<file path="src/rtl/sram_ctrl_pkg.sv">
package sram_ctrl_pkg;

  typedef enum logic [2:0] {
    ST_IDLE,
    ST_WSETUP,
    ST_WPULSE,
    ST_WREC,
    ST_BHOLD,
    ST_READ,
    ST_RDONE
  } state_e;

  typedef struct packed {
    logic ce_n;
    logic oe_n;
    logic we_n;
    logic ub_n;
    logic lb_n;
    logic dq_oe;
  } bus_ctrl_t;

  localparam bus_ctrl_t CTRL_IDLE = '{ce_n: 1'b1, oe_n: 1'b1, we_n: 1'b1,
                                      ub_n: 1'b1, lb_n: 1'b1, dq_oe: 1'b0};

  // ceil(ns / period), never below one cycle
  function automatic int unsigned ns2cyc(input int unsigned ns, input int unsigned period);
    int unsigned c;
    c = (ns + period - 1) / period;
    return (c == 0) ? 1 : c;
  endfunction

  function automatic int unsigned max2(input int unsigned a, input int unsigned b);
    return (a > b) ? a : b;
  endfunction

endpackage

</file>
<file path="src/rtl/sram_ctrl_timer.sv">
module sram_ctrl_timer #(
  parameter int unsigned CW = 2
) (
  input  logic          clk_i,
  input  logic          rst_ni,
  input  logic          load_i,
  input  logic [CW-1:0] load_val_i,
  output logic          done_o
);

  logic [CW-1:0] cnt_q;

  always_ff @(posedge clk_i or negedge rst_ni) begin
    if (!rst_ni)            cnt_q <= '0;
    else if (load_i)        cnt_q <= load_val_i;
    else if (cnt_q != '0)   cnt_q <= cnt_q - 1'b1;
  end

  assign done_o = (cnt_q == '0);

  AST_TIMER_NO_WRAP: assert property (@(posedge clk_i) disable iff (!rst_ni)
    (!load_i && cnt_q == '0) |=> (cnt_q == '0));

endmodule

</file>
<file path="src/rtl/sram_ctrl_fsm.sv">
module sram_ctrl_fsm
  import sram_ctrl_pkg::*;
#(
  parameter int unsigned SETUP_CYC = 1,
  parameter int unsigned PULSE_CYC = 1,
  parameter int unsigned REC_CYC   = 1,
  parameter int unsigned READ_CYC  = 1,
  parameter int unsigned CW        = 1
) (
  input  logic       clk_i,
  input  logic       rst_ni,
  input  logic       req_i,
  input  logic       req_we_i,
  input  logic       req_burst_i,
  input  logic [1:0] req_be_i,
  output logic       accept_o,
  output logic       capture_o,
  output logic       ready_o,
  output bus_ctrl_t  ctrl_o
);

  localparam logic [CW-1:0] L_SETUP = CW'(SETUP_CYC - 1);
  localparam logic [CW-1:0] L_PULSE = CW'(PULSE_CYC - 1);
  localparam logic [CW-1:0] L_REC   = CW'(REC_CYC - 1);
  localparam logic [CW-1:0] L_READ  = CW'(READ_CYC - 1);

  state_e        state_q, state_d;
  logic [1:0]    be_q, be_d;
  logic          burst_q, burst_d;
  logic          load, done;
  logic [CW-1:0] load_val;
  bus_ctrl_t     ctrl_q, ctrl_d;

  sram_ctrl_timer #(.CW(CW)) i_timer (
    .clk_i      (clk_i),
    .rst_ni     (rst_ni),
    .load_i     (load),
    .load_val_i (load_val),
    .done_o     (done)
  );

  always_comb begin
    state_d  = state_q;
    accept_o = 1'b0;
    load     = 1'b0;
    load_val = L_SETUP;
    unique case (state_q)
      ST_IDLE: if (req_i) begin
        accept_o = 1'b1;
        load     = 1'b1;
        if (req_we_i) begin
          state_d  = ST_WSETUP;
          load_val = L_SETUP;
        end else begin
          state_d  = ST_READ;
          load_val = L_READ;
        end
      end
      ST_WSETUP: if (done) begin
        state_d = ST_WPULSE; load = 1'b1; load_val = L_PULSE;
      end
      ST_WPULSE: if (done) begin
        state_d = ST_WREC; load = 1'b1; load_val = L_REC;
      end
      ST_WREC: if (done) state_d = burst_q ? ST_BHOLD : ST_IDLE;
      ST_BHOLD: begin
        // only another burst write may reuse the low write enable
        if (req_i && req_we_i && req_burst_i) begin
          accept_o = 1'b1;
          state_d  = ST_WPULSE;
          load     = 1'b1;
          load_val = L_PULSE;
        end else begin
          state_d = ST_IDLE;
        end
      end
      ST_READ:  if (done) state_d = ST_RDONE;
      ST_RDONE: state_d = ST_IDLE;
      default:  state_d = ST_IDLE;
    endcase
  end

  assign be_d    = accept_o ? req_be_i : be_q;
  assign burst_d = accept_o ? (req_we_i & req_burst_i) : burst_q;

  always_comb begin
    ctrl_d = CTRL_IDLE;
    unique case (state_d)
      ST_WSETUP: ctrl_d.ce_n = 1'b0;
      ST_WPULSE: begin
        ctrl_d.ce_n  = 1'b0;
        ctrl_d.we_n  = 1'b0;
        ctrl_d.ub_n  = ~be_d[1];
        ctrl_d.lb_n  = ~be_d[0];
        ctrl_d.dq_oe = 1'b1;
      end
      ST_WREC: begin
        ctrl_d.ce_n  = 1'b0;
        ctrl_d.we_n  = ~burst_d;
        ctrl_d.dq_oe = 1'b1;   // data hold past the ending edge
      end
      ST_BHOLD: begin
        ctrl_d.ce_n = 1'b0;
        ctrl_d.we_n = 1'b0;
      end
      ST_READ: begin
        ctrl_d.ce_n = 1'b0;
        ctrl_d.oe_n = 1'b0;
        ctrl_d.ub_n = ~be_d[1];
        ctrl_d.lb_n = ~be_d[0];
      end
      default: ctrl_d = CTRL_IDLE;
    endcase
  end

  always_ff @(posedge clk_i or negedge rst_ni) begin
    if (!rst_ni) begin
      state_q <= ST_IDLE;
      be_q    <= '0;
      burst_q <= 1'b0;
      ctrl_q  <= CTRL_IDLE;
    end else begin
      state_q <= state_d;
      be_q    <= be_d;
      burst_q <= burst_d;
      ctrl_q  <= ctrl_d;
    end
  end

  assign ctrl_o    = ctrl_q;
  assign capture_o = (state_q == ST_READ) && done;
  assign ready_o   = ((state_q == ST_WREC) && done) || (state_q == ST_RDONE);

  AST_READY_ONE_CYCLE: assert property (@(posedge clk_i) disable iff (!rst_ni)
    ready_o |=> !ready_o);
  AST_NO_CONTENTION: assert property (@(posedge clk_i) disable iff (!rst_ni)
    !ctrl_q.oe_n |-> !ctrl_q.dq_oe);
  AST_TURNAROUND: assert property (@(posedge clk_i) disable iff (!rst_ni)
    $fell(ctrl_q.oe_n) |-> $past(ctrl_q.ce_n && ctrl_q.we_n && !ctrl_q.dq_oe));
  AST_OE_HIGH_AT_WE_FALL: assert property (@(posedge clk_i) disable iff (!rst_ni)
    $fell(ctrl_q.we_n) |-> (ctrl_q.oe_n && $past(ctrl_q.oe_n)));
  AST_WRITE_DRIVES_BUS: assert property (@(posedge clk_i) disable iff (!rst_ni)
    (!ctrl_q.ce_n && !ctrl_q.we_n && !(ctrl_q.ub_n && ctrl_q.lb_n)) |-> ctrl_q.dq_oe);
  AST_BURST_HOLDS_WE: assert property (@(posedge clk_i) disable iff (!rst_ni)
    (state_q == ST_BHOLD) |-> !ctrl_q.we_n);

endmodule

</file>
<file path="src/rtl/sram_ctrl_dp.sv">
module sram_ctrl_dp #(
  parameter int unsigned AW = 20,
  parameter int unsigned DW = 16
) (
  input  logic            clk_i,
  input  logic            rst_ni,
  input  logic            accept_i,
  input  logic            capture_i,
  input  logic [AW-1:0]   addr_i,
  input  logic [DW-1:0]   wdata_i,
  input  logic [DW/8-1:0] be_i,
  input  logic [DW-1:0]   sram_dq_i,
  output logic [AW-1:0]   sram_addr_o,
  output logic [DW-1:0]   sram_dq_o,
  output logic [DW-1:0]   rdata_o
);

  localparam int unsigned LANES = DW / 8;

  logic [AW-1:0]    addr_q;
  logic [DW-1:0]    wdata_q;
  logic [LANES-1:0] be_q;

  always_ff @(posedge clk_i or negedge rst_ni) begin
    if (!rst_ni) begin
      addr_q  <= '0;
      wdata_q <= '0;
      be_q    <= '0;
    end else if (accept_i) begin
      addr_q  <= addr_i;
      wdata_q <= wdata_i;
      be_q    <= be_i;
    end
  end

  for (genvar g = 0; g < LANES; g++) begin : g_lane
    logic [7:0] byte_q;
    always_ff @(posedge clk_i or negedge rst_ni) begin
      if (!rst_ni)        byte_q <= '0;
      else if (capture_i) byte_q <= be_q[g] ? sram_dq_i[g*8 +: 8] : 8'h00;
    end
    assign rdata_o[g*8 +: 8] = byte_q;

    AST_LANE_MASKED: assert property (@(posedge clk_i) disable iff (!rst_ni)
      (capture_i && !be_q[g]) |=> (rdata_o[g*8 +: 8] == 8'h00));
  end

  assign sram_addr_o = addr_q;
  assign sram_dq_o   = wdata_q;

endmodule

</file>
<file path="src/rtl/sram_ctrl.sv">
module sram_ctrl
  import sram_ctrl_pkg::*;
#(
  parameter int unsigned AW             = 20,
  parameter int unsigned DW             = 16,
  parameter int unsigned CLK_PERIOD_NS  = 10,
  parameter int unsigned T_ACCESS_NS    = 10,
  parameter int unsigned T_WPULSE_NS    = 8,
  parameter int unsigned T_DSETUP_NS    = 6,
  parameter int unsigned T_ADDR_WEND_NS = 8,
  parameter int unsigned T_WCYCLE_NS    = 10,
  parameter int unsigned T_OE_WE_NS     = 4
) (
  input  logic          clk_i,
  input  logic          rst_ni,
  input  logic          req_i,
  input  logic          req_we_i,
  input  logic          req_burst_i,
  input  logic [AW-1:0] req_addr_i,
  input  logic [DW-1:0] req_wdata_i,
  input  logic [1:0]    req_be_i,
  output logic          ready_o,
  output logic [DW-1:0] rdata_o,
  output logic [AW-1:0] sram_addr_o,
  output logic          sram_ce_no,
  output logic          sram_oe_no,
  output logic          sram_we_no,
  output logic          sram_ub_no,
  output logic          sram_lb_no,
  output logic [DW-1:0] sram_dq_o,
  output logic          sram_dq_oe_o,
  input  logic [DW-1:0] sram_dq_i
);

  localparam int unsigned SETUP_CYC = ns2cyc(T_OE_WE_NS, CLK_PERIOD_NS);
  localparam int unsigned PULSE_CYC = max2(ns2cyc(T_WPULSE_NS, CLK_PERIOD_NS),
                                      max2(ns2cyc(T_DSETUP_NS, CLK_PERIOD_NS),
                                           ns2cyc(T_ADDR_WEND_NS, CLK_PERIOD_NS)));
  localparam int unsigned WC_CYC    = ns2cyc(T_WCYCLE_NS, CLK_PERIOD_NS);
  localparam int unsigned REC_CYC   = (WC_CYC > PULSE_CYC) ? WC_CYC - PULSE_CYC : 1;
  localparam int unsigned READ_CYC  = ns2cyc(T_ACCESS_NS, CLK_PERIOD_NS);
  localparam int unsigned MAX_CYC   = max2(max2(SETUP_CYC, PULSE_CYC), max2(REC_CYC, READ_CYC));
  localparam int unsigned CW        = (MAX_CYC <= 2) ? 1 : $clog2(MAX_CYC);

  logic      accept, capture;
  bus_ctrl_t ctrl;

  sram_ctrl_fsm #(
    .SETUP_CYC (SETUP_CYC),
    .PULSE_CYC (PULSE_CYC),
    .REC_CYC   (REC_CYC),
    .READ_CYC  (READ_CYC),
    .CW        (CW)
  ) i_fsm (
    .clk_i       (clk_i),
    .rst_ni      (rst_ni),
    .req_i       (req_i),
    .req_we_i    (req_we_i),
    .req_burst_i (req_burst_i),
    .req_be_i    (req_be_i),
    .accept_o    (accept),
    .capture_o   (capture),
    .ready_o     (ready_o),
    .ctrl_o      (ctrl)
  );

  sram_ctrl_dp #(.AW(AW), .DW(DW)) i_dp (
    .clk_i       (clk_i),
    .rst_ni      (rst_ni),
    .accept_i    (accept),
    .capture_i   (capture),
    .addr_i      (req_addr_i),
    .wdata_i     (req_wdata_i),
    .be_i        (req_be_i),
    .sram_dq_i   (sram_dq_i),
    .sram_addr_o (sram_addr_o),
    .sram_dq_o   (sram_dq_o),
    .rdata_o     (rdata_o)
  );

  assign sram_ce_no   = ctrl.ce_n;
  assign sram_oe_no   = ctrl.oe_n;
  assign sram_we_no   = ctrl.we_n;
  assign sram_ub_no   = ctrl.ub_n;
  assign sram_lb_no   = ctrl.lb_n;
  assign sram_dq_oe_o = ctrl.dq_oe;

  AST_ADDR_STABLE_IN_WRITE: assert property (@(posedge clk_i) disable iff (!rst_ni)
    (!sram_we_no && !$past(sram_we_no) && !(sram_ub_no && sram_lb_no)
     && !$past(sram_ub_no && sram_lb_no)) |-> $stable(sram_addr_o));

endmodule

</file>
<file path="config.mk">
export PLATFORM = sky130hd
export DESIGN_NAME = sram_ctrl
export DESIGN_NICKNAME = d
export VERILOG_FILES = /design/src/rtl/sram_ctrl_pkg.sv /design/src/rtl/sram_ctrl_timer.sv /design/src/rtl/sram_ctrl_fsm.sv /design/src/rtl/sram_ctrl_dp.sv /design/src/rtl/sram_ctrl.sv
export SDC_FILE = /design/constraint.sdc
export NUM_CORES = 1
export LEC_CHECK = 0
export BUFFER_PORTS_ARGS = -buffer_cell sky130_fd_sc_hd__buf_2
export CORE_ASPECT_RATIO = 1.5
export CORE_MARGIN = 3
export CORE_UTILIZATION = 45
export DETAILED_ROUTE_END_ITERATION = 16
export GPL_TIMING_DRIVEN = 0
export PLACE_DENSITY = 0.83
export SLEW_MARGIN = 15
export SYNTH_ARGS = -nofsm -noshare
export SYNTH_HDL_FRONTEND = slang
export SYNTH_SLANG_ARGS = --single-unit
</file>
<file path="constraint.sdc">
create_clock -name clk_i -period 2.4 [get_ports clk_i]
set_input_delay 0.24 -clock clk_i [delete_from_list [all_inputs] [get_ports clk_i]]
set_output_delay 0.24 -clock clk_i [all_outputs]
set_load 0.02 [all_outputs]
</file>
==> results_dict.tcl, run 1 <==
set metrics [dict create \
    status "finished clean" \
    drive_above_1_share_pct 54.6 \
    path_delay_family "flip-flops" \
    worst_slack_ns 0.547 \
    syn-cell-area_um2 2720 \
    grt_antenna_before_repair 0 \
    crit_required_ns 2.60 \
    finalInstanceArea_um2 3590 \
    cts_tree "done" \
    drv_slew 0 \
    portBuffers 117 \
    dpl-instance-area_um2 3430 \
    min_period_ns 1.85 \
    antennaDiodeCount 0 \
    clk_pin_slew_worst_paths_ns 0.07 \
    cp_num_buf_inv 2 \
    r2r_cells 5 \
    yosysTopAreaCell "dfrtp_1" \
    firstDrtPassIters 4 \
    cts.repair.resized 0 \
    min_period_over_period_pct 77.2 \
    antenna_left 0 \
    max_slew_margin_pct 72.1 \
    fin_skew_ns 0.0111 \
    ios 118 \
    synth_top_area_share_pct 56.1 \
    rsz0062_at_grt "no" \
    wl_per_cell_um 15.1 \
    synth_seq_area_share_pct 60.9 \
    track_usage_pct 18.6 \
    final.fill_count 465 \
    setup_tns_ns 0 \
    die_w_um 69.5 \
    p_sw_share_pct 39.2 \
    clkLatencyLatePin_ns 0.33 \
    reg2reg_to "i_dp.sram_dq_o[3]" \
    hold_viol_final 0 \
    rows 34 \
    final_common_cell "buf_2" \
    stdcell_count 409 \
    cts_made_buffers 9 \
    cp_cell_sequence "or3b_4, a21oi_4, buf_6, buf_12, mux2_4" \
    gp_congestion 0.853 \
    cap_violations 0 \
    htree_num_levels 3 \
    grt_pass1_wl_um 10200 \
    tightest_slew_ns 0.419 \
    yosysWarnings 0 \
    slowest_stage "dfrtp_1" \
    syn_inst 204 \
    pwr-share-seq_pct 37.8 \
    design.core.area_um2 5830 \
    drt_iter0_markers 137 \
    crit_path_max_incr_delay_ns 0.46 \
    cp_data_arrival_time_ns 2.06 \
    first_global_vias 2156 \
    viasPerCell 4.93 \
    synthesis.nets 263 \
    wl_um 6170 \
    crit_fanout 10 \
    postSynthRegisterBits 66 \
    netlist_top_cells_area "dfrtp_1, mux2_4, mux2_2, dfstp_2, nand2_1" \
    p_int_mw 3.16 \
    die_area_um2 7030 \
    mostFrequentLayoutCells "buf_2, dfrtp_1, nand2_1" \
    grt_max_degree 50 \
    ys_types 33 \
    holdWs_ns 0.138 \
    rrSetupSlack_ns 0.55 \
    p_sw_mw 2.03 \
    p_leak_nw 1.80 \
    p_comb_share_pct 47.5 \
    die_h_um 101 \
    startpoint_type "flop" \
    ir_drop_mv 0.628 \
    pwr-share-clk_pct 14.7 \
    initial_core_util_pct 46.7 \
    setup_viol 0 \
    num_vias 2017 \
    areaGrowthSynthToFinish_pct 32.2 \
    r2r_start "i_fsm.state_q[1]" \
    min_path_cells 2 \
    syn_avg_cell_area_um2 13.3 \
    root_buffer "clkbuf_8" \
    hold_class "in -> reg" \
    fin_nets 393 \
    clock_sinks 66 \
    min_from "req_wdata_i[2]" \
    dp.cells 394 \
    dp_hpwl_um 4740 \
    pre_cts_slack_ns 0.556 \
    gr-total-overflow 0 \
    min_to "i_dp.sram_dq_o[2]" \
    cts_buffer_depth 2 \
    crit_type "reg -> reg" \
    cp-end-kind "flop" \
    powerDensity_nw_per_um2 1450 \
    drcViolationCount 0 \
    clock.fmax_ghz 0.540 \
]
## per-stage QoR
stage	util, %	power [mW]
after floorplan	-	3.65
after global placement	58.3	4.37
after detailed placement	58.8	4.47
after CTS	61.7	5.27
after global routing	61.7	5.54
final	61.7	5.20
## worst register-to-register path, delay by kind of cell, from the launching register on
kind,cells,cell delay (ns)
compound gates,1,0.15
buf+inv,2,0.35
flops,1,0.46
mux,1,0.31
simple gates,1,0.46
## logic make-up after synthesis
family | after synthesis | share of synthesized area, %
muxes | 38 | 18.5
AOI/OAI and AO/OA | 36 | 8.19
buffers and inverters | 13 | 3.40
and+or+nand+nor | 51 | 8.97
DFF | 66 | 60.9
## cell type report
| class | count | area, µm² | share of cell area, % |
|---|---|---|---|
| Buffer | 11 | 85.1 | 2.37 |
| Clock inverter | 3 | 17.5 | 0.487 |
| Tap cell | 72 | 90.1 | 2.51 |
| Inverter | 2 | 7.51 | 0.209 |
| Timing Repair Buffer | 119 | 626 | 17.4 |
| Multi-Input combinational cell | 125 | 970 | 27.0 |
| Clock buffer | 11 | 141 | 3.93 |
| Sequential cell | 66 | 1660 | 46.1 |
## power by group through the flow
stage | combinational, mW | clock, mW | sequential [mW]
after floorplan | 1.09 | 0 | 2.57
after global placement | 2.42 | 0 | 1.94
after detailed placement | 2.49 | 0 | 1.98
after CTS | 2.50 | 0.796 | 1.97
after global routing | 2.66 | 0.840 | 2.04
final | 2.47 | 0.763 | 1.96
## cells in the mapped netlist
library cell,number
dfstp_2,5
o211ai_1,2
or3b_4,1
buf_12,2
a21oi_4,1
o221ai_1,1
a41oi_1,1
nand3b_1,1
or3_1,2
o21ai_0,23
buf_4,1
mux2_2,18
and3b_1,1
or2_2,2
clkbuf_1,5
or2b_1,2
a21oi_1,3
a21boi_0,2
nor2b_1,1
nand3_1,1
buf_1,2
nor3_1,1
dfrtp_1,61
inv_1,2
nor3b_1,1
o311ai_0,1
nand2b_1,2
a21bo_2,2
mux2_4,20
and3_1,2
nor2_1,1
buf_6,1
nand2_1,33
## what timing repair did
item	CTS	global route
setup buffers	0	0
hold buffers	1	0
endpoints found under the hold margin	14	0
endpoints found under the setup margin	0	0
## layer usage
| metal | track usage [%] | up-vias | wire (µm) |
|---|---|---|---|
| met2 | 33.6 | 74 | 3440 |
| met4 | 10.2 | 0 | 134 |
| met3 | 3.97 | 9 | 325 |
| met1 | 20.3 | 972 | 2270 |
| li1 | - | 962 | - |
| met5 | 0 | - | 0 |
## flip-flops by register name (all words and copies together) (netlist names)
register and cells:
i_dp.be_q 2, i_fsm.state_q 3, i_fsm.ctrl_o 6, i_fsm.be_q 2, i_fsm.burst_q 1, i_dp.sram_addr_o 20, i_dp.g_lane.byte_q 16, i_dp.sram_dq_o 16
## how the worst max path moves through the flow
stage | slack, ns | cells after the start | startpoint | end
2_1_floorplan | 0.71 | 5 | i_fsm.state_q[1] | i_dp.be_q[0]
3_3_place_gp | 0.57 | 5 | i_fsm.state_q[1] | i_dp.sram_dq_o[13]
3_5_place_dp | 0.56 | 5 | i_fsm.state_q[1] | i_dp.sram_addr_o[17]
4_1_cts | 0.53 | 5 | i_fsm.state_q[1] | i_dp.sram_dq_o[3]
5_1_grt | 0.41 | 4 | i_fsm.state_q[2] | ready_o
6_report | 0.55 | 5 | i_fsm.state_q[1] | i_dp.sram_dq_o[3]
Note: power is estimated with default switching activity, not from simulation.
==> run 2: changes to the inputs <==
--- a/config.mk
+++ b/config.mk
@@ -8,10 +8,10 @@
 export BUFFER_PORTS_ARGS = -buffer_cell sky130_fd_sc_hd__buf_2
 export CORE_ASPECT_RATIO = 1.5
 export CORE_MARGIN = 3
-export CORE_UTILIZATION = 45
+export CORE_UTILIZATION = 42
 export DETAILED_ROUTE_END_ITERATION = 16
 export GPL_TIMING_DRIVEN = 0
-export PLACE_DENSITY = 0.83
+export PLACE_DENSITY = 0.82
 export SLEW_MARGIN = 15
 export SYNTH_ARGS = -nofsm -noshare
 export SYNTH_HDL_FRONTEND = slang
==> constraint.sdc (replaced) <==
create_clock -name clk_i -period 1.55 [get_ports clk_i]
set_input_delay 0.155 -clock clk_i [delete_from_list [all_inputs] [get_ports clk_i]]
set_output_delay 0.155 -clock clk_i [all_outputs]
set_load 0.02 [all_outputs]
==> run 2 against run 1 <==
Compared with the run above: the run now ends with setup timing left; global-route usage shrank 1.5 points; cell count increased by 3.4%; final area rose by 5.3%; flip-flop and latch count is the same; hold slack worse by 0.089 ns; core utilization down 0.79 points; non-clock buffer count is 10 higher; via count increased by 3.7%; sequential share of layout area shrank 2.3 points; clock skew fell by 0.0043 ns; critical path type unchanged; critical endpoint is now i_dp.sram_dq_o[11]; largest power group unchanged.
==> results_dict.tcl, run 2 (synthesized netlist as in run 1, its figures left out) <==
set metrics [dict create \
    status "complete, but fails checks" \
    violations "setup timing" \
    final_common_cell "buf_2" \
    initial_core_util_pct 43.7 \
    cp_num_buf_inv 2 \
    dp_hpwl_um 4460 \
    largest_reg_flops 20 \
    gr-total-overflow 0 \
    portBuffers 117 \
    cap_violations 0 \
    clk_pin_slew_worst_paths_ns 0.07 \
    antennaDiodeCount 0 \
    drive_above_1_share_pct 57.9 \
    die_w_um 71.7 \
    wl_um 6280 \
    viasPerCell 4.94 \
    cp_cell_sequence "or3b_4, a21oi_4, buf_8, buf_12, mux2_4" \
    htree_num_levels 3 \
    pre_cts_slack_ns -0.294 \
    cp_data_arrival_time_ns 1.91 \
    clock_sinks 66 \
    rows 35 \
    hold_viol_final 0 \
    fin_skew_ns 0.00685 \
    rsz0062_at_grt "yes" \
    wl_per_cell_um 14.8 \
    firstDrtPassIters 4 \
    cp-end-kind "flop" \
    totalPowerFinal_mw 8.70 \
    drv_slew 0 \
    track_usage_pct 17.1 \
    cts_tree "done" \
    stdcell_count 423 \
    crit_required_ns 1.76 \
    setup_viol 39 \
    first_global_vias 2065 \
    design.core.area_um2 6220 \
    crit_type "reg -> reg" \
    die_area_um2 7500 \
    clock.fmax_ghz 0.587 \
    slowest_stage "dfrtp_2" \
    die_h_um 105 \
    drt_iter0_markers 53 \
    crit_fanout 10 \
    grt_max_degree 67 \
    dp.cells 395 \
    cts_buffer_depth 2 \
    ir_drop_mv 0.889 \
    fin_nets 403 \
    antenna_left 0 \
    ios 118 \
    tightest_slew_ns 0.802 \
    min_period_ns 1.70 \
    drcViolationCount 0 \
    crit_path_max_incr_delay_ns 0.42 \
    cts_made_buffers 9 \
    areaGrowthSynthToFinish_pct 39.2 \
    p_leak_nw 1.91 \
    grt_pass1_wl_um 9800 \
    clkLatencyLatePin_ns 0.33 \
    setup_tns_ns -5.22 \
    num_vias 2091 \
    grt_antenna_before_repair 0 \
    path_delay_family "flip-flops" \
    powerDensity_nw_per_um2 2300 \
    min_period_over_period_pct 110 \
    gp_congestion 0.848 \
    hold_class "in -> reg" \
    startpoint_type "flop" \
    mostFrequentLayoutCells "buf_2, dfrtp_1, nand2_1" \
    max_slew_margin_pct 46.6 \
    worst_slack_ns -0.154 \
    root_buffer "clkbuf_8" \
]
==> run 2: layout make-up <==
type                    count  area [µm²]
flip-flops and latches     66        1660
well taps                  74        92.6
clock inverters             2        35.0
plain buffers              11         109
clock buffers              14         163
inverters                   2        7.51
repair buffers            129         703
fillers                   508        2430
multi-input cells         125        1020
==> run 2: worst reg2reg max path: stages (launching register included) <==
cell and delay [ns]:
dfrtp_2 0.42, or3b_4 0.39, a21oi_4 0.17, buf_8 0.15
buf_12 0.15, mux2_4 0.31
==> run 2: through the flow <==
stage	util, %	hold WS [ns]	area (µm²)
after floorplan	-	-0.141	2720
after global placement	54.6	0.388	3400
after detailed placement	54.7	0.301	3400
after CTS	60.3	0.0331	3750
after global routing	60.9	0.0314	3790
final	60.9	0.0489	3790
==> run 2: final timing paths <==
kind | start | end | slack [ns] | cells after the start
max reg2reg | i_fsm.state_q[1] | i_dp.sram_dq_o[11] | -0.15 | 5
min reg2reg | i_dp.g_lane[0].byte_q[7] | i_dp.g_lane[0].byte_q[7] | 0.48 | 2
min in group asynchronous | rst_ni | i_dp.sram_addr_o[9] | 0.44 | 2
max | i_fsm.state_q[1] | i_dp.sram_dq_o[11] | -0.15 | 5
min | req_addr_i[19] | i_dp.sram_addr_o[19] | 0.05 | 2
max in group asynchronous | rst_ni | i_fsm.state_q[2] | 0.51 | 2
==> run 2: repair_timing <==
action | 4_1_cts | 5_1_grt
resized for setup | 23 | 4
setup endpoints to repair | 39 | 48
pin swaps | 1 | 1
buffers inserted | 6 | 4
gates cloned | 1 | 0
hold endpoints to repair | 61 | 0
hold buffers | 1 | 0
==> run 2: per-layer routing <==
metal  up-vias  wire length (µm)  part of all wire [%]  track usage (%)
li1        982                 -                     -                -
met4         0               275                   4.4             13.0
met5         -                 0                     0                0
met3        24               346                   5.5             2.50
met2        84              3310                    53             28.4
met1      1001              2350                    37             19.3
==> run 2: power by group <==
| part | internal (mW) | total, mW | leakage [nW] | switching (mW) |
|---|---|---|---|---|
| logic | 2.01 | 4.27 | 1.03 | 2.26 |
| registers | 2.61 | 3.02 | 0.783 | 0.410 |
| clock network | 0.830 | 1.41 | 0.101 | 0.577 |
| total | 5.45 | 8.70 | 1.91 | 3.25 |
==> run 3: changes to the inputs <==
--- a/config.mk
+++ b/config.mk
@@ -8,11 +8,12 @@
 export BUFFER_PORTS_ARGS = -buffer_cell sky130_fd_sc_hd__buf_2
 export CORE_ASPECT_RATIO = 1.5
 export CORE_MARGIN = 3
-export CORE_UTILIZATION = 42
+export CORE_UTILIZATION = 43
 export DETAILED_ROUTE_END_ITERATION = 16
 export GPL_TIMING_DRIVEN = 0
-export PLACE_DENSITY = 0.82
+export PLACE_DENSITY = 0.83
 export SLEW_MARGIN = 15
 export SYNTH_ARGS = -nofsm -noshare
 export SYNTH_HDL_FRONTEND = slang
+export SYNTH_HIERARCHICAL = 1
 export SYNTH_SLANG_ARGS = --single-unit
==> run 3 against run 2 <==
Compared with the run above: the run still ends with setup timing left; final area is 11% higher; via count increased by 12%; register-to-register slack worse by 0.08 ns; combinational power up 22%; maximum frequency fell by 4.6%; area after synthesis increased by 5.2%; first-iteration DRC count grew to 3.2 times the previous value; count of clock-buffer cells in the layout is 3 lower; clock skew up 0.0016 ns; largest cell class unchanged; highest routed layer unchanged.
==> results_dict.tcl, run 3 <==
set metrics [dict create \
    htree_num_levels 3 \
    synth_top_area_share_pct 54.2 \
    design.core.area_um2 6310 \
    finalInstanceArea_um2 4220 \
    drt_iter0_markers 169 \
    cp_cell_sequence "or3b_4, or3_4, nand2_4, inv_2, ha_4, o21a_1" \
    num_vias 2335 \
    firstDrtPassIters 6 \
    crit_required_ns 1.83 \
    grt_antenna_before_repair 0 \
    netlist_top_cells_area "dfrtp_1, mux2_4, mux2_2, dfstp_2, o21ai_0" \
    drv_slew 0 \
    min_to "i_dp/sram_dq_o[0]" \
    gp_congestion 0.811 \
    holdWs_ns 0.0377 \
    yosysMostFrequentCell "dfrtp_1" \
    tightest_slew_ns 0.553 \
    yosys-top-cells-count "dfrtp_1, o21ai_0, inv_1, mux2_4, mux2_2" \
    path_delay_family "simple AND/OR/NAND/NOR gates" \
    wl_um 7660 \
    yosysWarnings 6 \
    r2r_cells 6 \
    antennaDiodeCount 0 \
    min_period_ns 1.79 \
    dpl-instance-area_um2 3600 \
    dp.cells 412 \
    final_common_cell "buf_2" \
    cap_violations 0 \
    syn_inst 220 \
    cts_buffer_depth 2 \
    crit_fanout 4 \
    post-route-util_pct 66.9 \
    drcViolationCount 0 \
    stdcell_count 450 \
    largest_reg_flops 20 \
    track_usage_pct 19.6 \
    rows 35 \
    top_layer "met4" \
    antenna_left 0 \
    clkLatencyLatePin_ns 0.34 \
    min_path_cells 2 \
    fin_skew_ns 0.00850 \
    clock.fmax_ghz 0.560 \
    ir_drop_mv 0.968 \
    clk_pin_slew_worst_paths_ns 0.08 \
    cp_num_buf_inv 1 \
    met3WireLength_um 413 \
    setup_tns_ns -6.83 \
    synth_seq_area_share_pct 58.8 \
    viasPerCell 5.19 \
    areaGrowthSynthToFinish_pct 47.5 \
    die_h_um 106 \
    r2r_start "i_fsm/state_q[1]" \
    hold_viol_final 0 \
    synth_edf_count 0 \
    wl_met2_um 4250 \
    cts_tree "done" \
    p_leak_nw 2.12 \
    synthesis.nets 280 \
    postSynthRegisterBits 67 \
    max_slew_margin_pct 62.8 \
    final.fill_count 486 \
    portBuffers 117 \
    violations "setup timing" \
    rsz0062_at_grt "yes" \
    cp_data_arrival_time_ns 2.07 \
    hold_class "in -> reg" \
    worst_slack_ns -0.237 \
    fin_nets 431 \
    root_buffer "clkbuf_8" \
    gr-total-overflow 0 \
    crit_path_max_incr_delay_ns 0.45 \
    powerDensity_nw_per_um2 2290 \
    ys.flop_type "dfrtp_1" \
    setup_viol 44 \
    grt_max_degree 56 \
    grt_pass1_wl_um 11500 \
    syn-cell-area_um2 2860 \
    ios 118 \
    wl_met1_um 2820 \
    multi_input_area_um2 1160 \
    cts_made_buffers 9 \
    initial_core_util_pct 45.4 \
    dp_hpwl_um 5030 \
    min_from "req_wdata_i[0]" \
    reg2reg_to "i_fsm/ctrl_o[5]" \
    first_global_vias 2298 \
    register_area_um2 1680 \
    mostFrequentLayoutCells "buf_2, dfrtp_1, mux2_4" \
    clock_sinks 67 \
    status "complete, but fails checks" \
    die_area_um2 7690 \
    min_period_over_period_pct 115 \
    syn_avg_cell_area_um2 13.0 \
    crit_type "reg -> reg" \
    cp-end-kind "flop" \
    drive_above_1_share_pct 62.0 \
    yosysTopAreaCell "dfrtp_1" \
    synthArstFlopShare_pct 100 \
    startpoint_type "flop" \
    rrSetupSlack_ns -0.24 \
    slowest_stage "or3b_4" \
    wl_per_cell_um 17.0 \
    ys_types 38 \
    die_w_um 72.6 \
]
[run 3: cell count changes in the layout (fill, tap and decap cells not counted), sizes merged, moves of 2 or more]
cell | previous run | this run
a22oi | 0 | 3
and2b | 0 | 2
and4b | 0 | 2
buf | 135 | 147
clkbuf | 18 | 16
clkinv | 1 | 4
inv | 2 | 20
nand2 | 33 | 5
nand2b | 2 | 0
nand3 | 1 | 18
nor2 | 1 | 4
or2 | 2 | 0
or2b | 2 | 0
[run 3: how the worst max path moves through the flow]
| stage | startpoint | end | slack, ns | depth (start not counted) |
|---|---|---|---|---|
| after global routing | i_fsm/state_q[1] | i_fsm/ctrl_o[5] | -0.27 | 6 |
| after CTS | i_fsm/state_q[0] | i_fsm/ctrl_o[5] | -0.26 | 7 |
| after floorplan | i_fsm/state_q[1] | i_dp/sram_addr_o[0] | -0.21 | 6 |
| after detailed placement | i_fsm/state_q[1] | i_dp/sram_addr_o[10] | -0.37 | 6 |
| final | i_fsm/state_q[1] | i_fsm/ctrl_o[5] | -0.24 | 6 |
| after global placement | i_fsm/state_q[1] | i_dp/sram_dq_o[12] | -0.35 | 6 |
[run 3: stage by stage]
| stage | power, mW | setup WS (ns) |
|---|---|---|
| 5_1_grt | 10.2 | -0.266 |
| 2_1_floorplan | 5.97 | -0.206 |
| 3_5_place_dp | 7.33 | -0.369 |
| 6_report | 9.67 | -0.237 |
| 4_1_cts | 9.32 | -0.257 |
| 3_3_place_gp | 7.14 | -0.350 |
[run 3: cell type report]
| type | instances | area share [%] |
|---|---|---|
| Sequential cell | 67 | 39.9 |
| Multi-Input combinational cell | 120 | 27.5 |
| Timing Repair Buffer | 141 | 20.7 |
| Buffer | 12 | 3.47 |
| Clock buffer | 11 | 3.11 |
| Tap cell | 74 | 2.20 |
| Inverter | 20 | 1.78 |
| Clock inverter | 5 | 1.28 |
[run 3: what timing repair did]
action / 4_1_cts / 5_1_grt
gates cloned: 1 / 2
pin swaps: 3 / 11
buffers inserted: 12 / 9
resized for setup: 47 / 18
hold buffers: 1 / 0
setup endpoints to repair: 52 / 63
hold endpoints to repair: 63 / 0
[run 3: report_power, final]
part | internal, mW | switching (mW) | leakage [nW]
Sequential | 2.65 | 0.428 | 0.791
Combinational | 2.54 | 2.66 | 1.23
Clock | 0.738 | 0.649 | 0.0971
Total | 5.93 | 3.74 | 2.12
[run 3: kinds of logic after synthesis]
logic type	count (synthesis)	synth area share (%)
AND/OR/NAND/NOR	40	8.27
XOR/XNOR	1	0.306
buffers and inverters	33	6.04
multiplexers	40	18.3
adder cells (fa/ha/maj)	1	0.437
other	1	0.131
AO/OA/AOI/OAI	37	7.66
flip-flops	67	58.8
[run 3: routing by layer]
| layer | GRT usage (%) | up-vias |
|---|---|---|
| li1 | - | 1056 |
| met1 | 22.6 | 1166 |
| met2 | 33.1 | 95 |
| met3 | 5.82 | 18 |
| met4 | 8.18 | 0 |
| met5 | 0 | - |
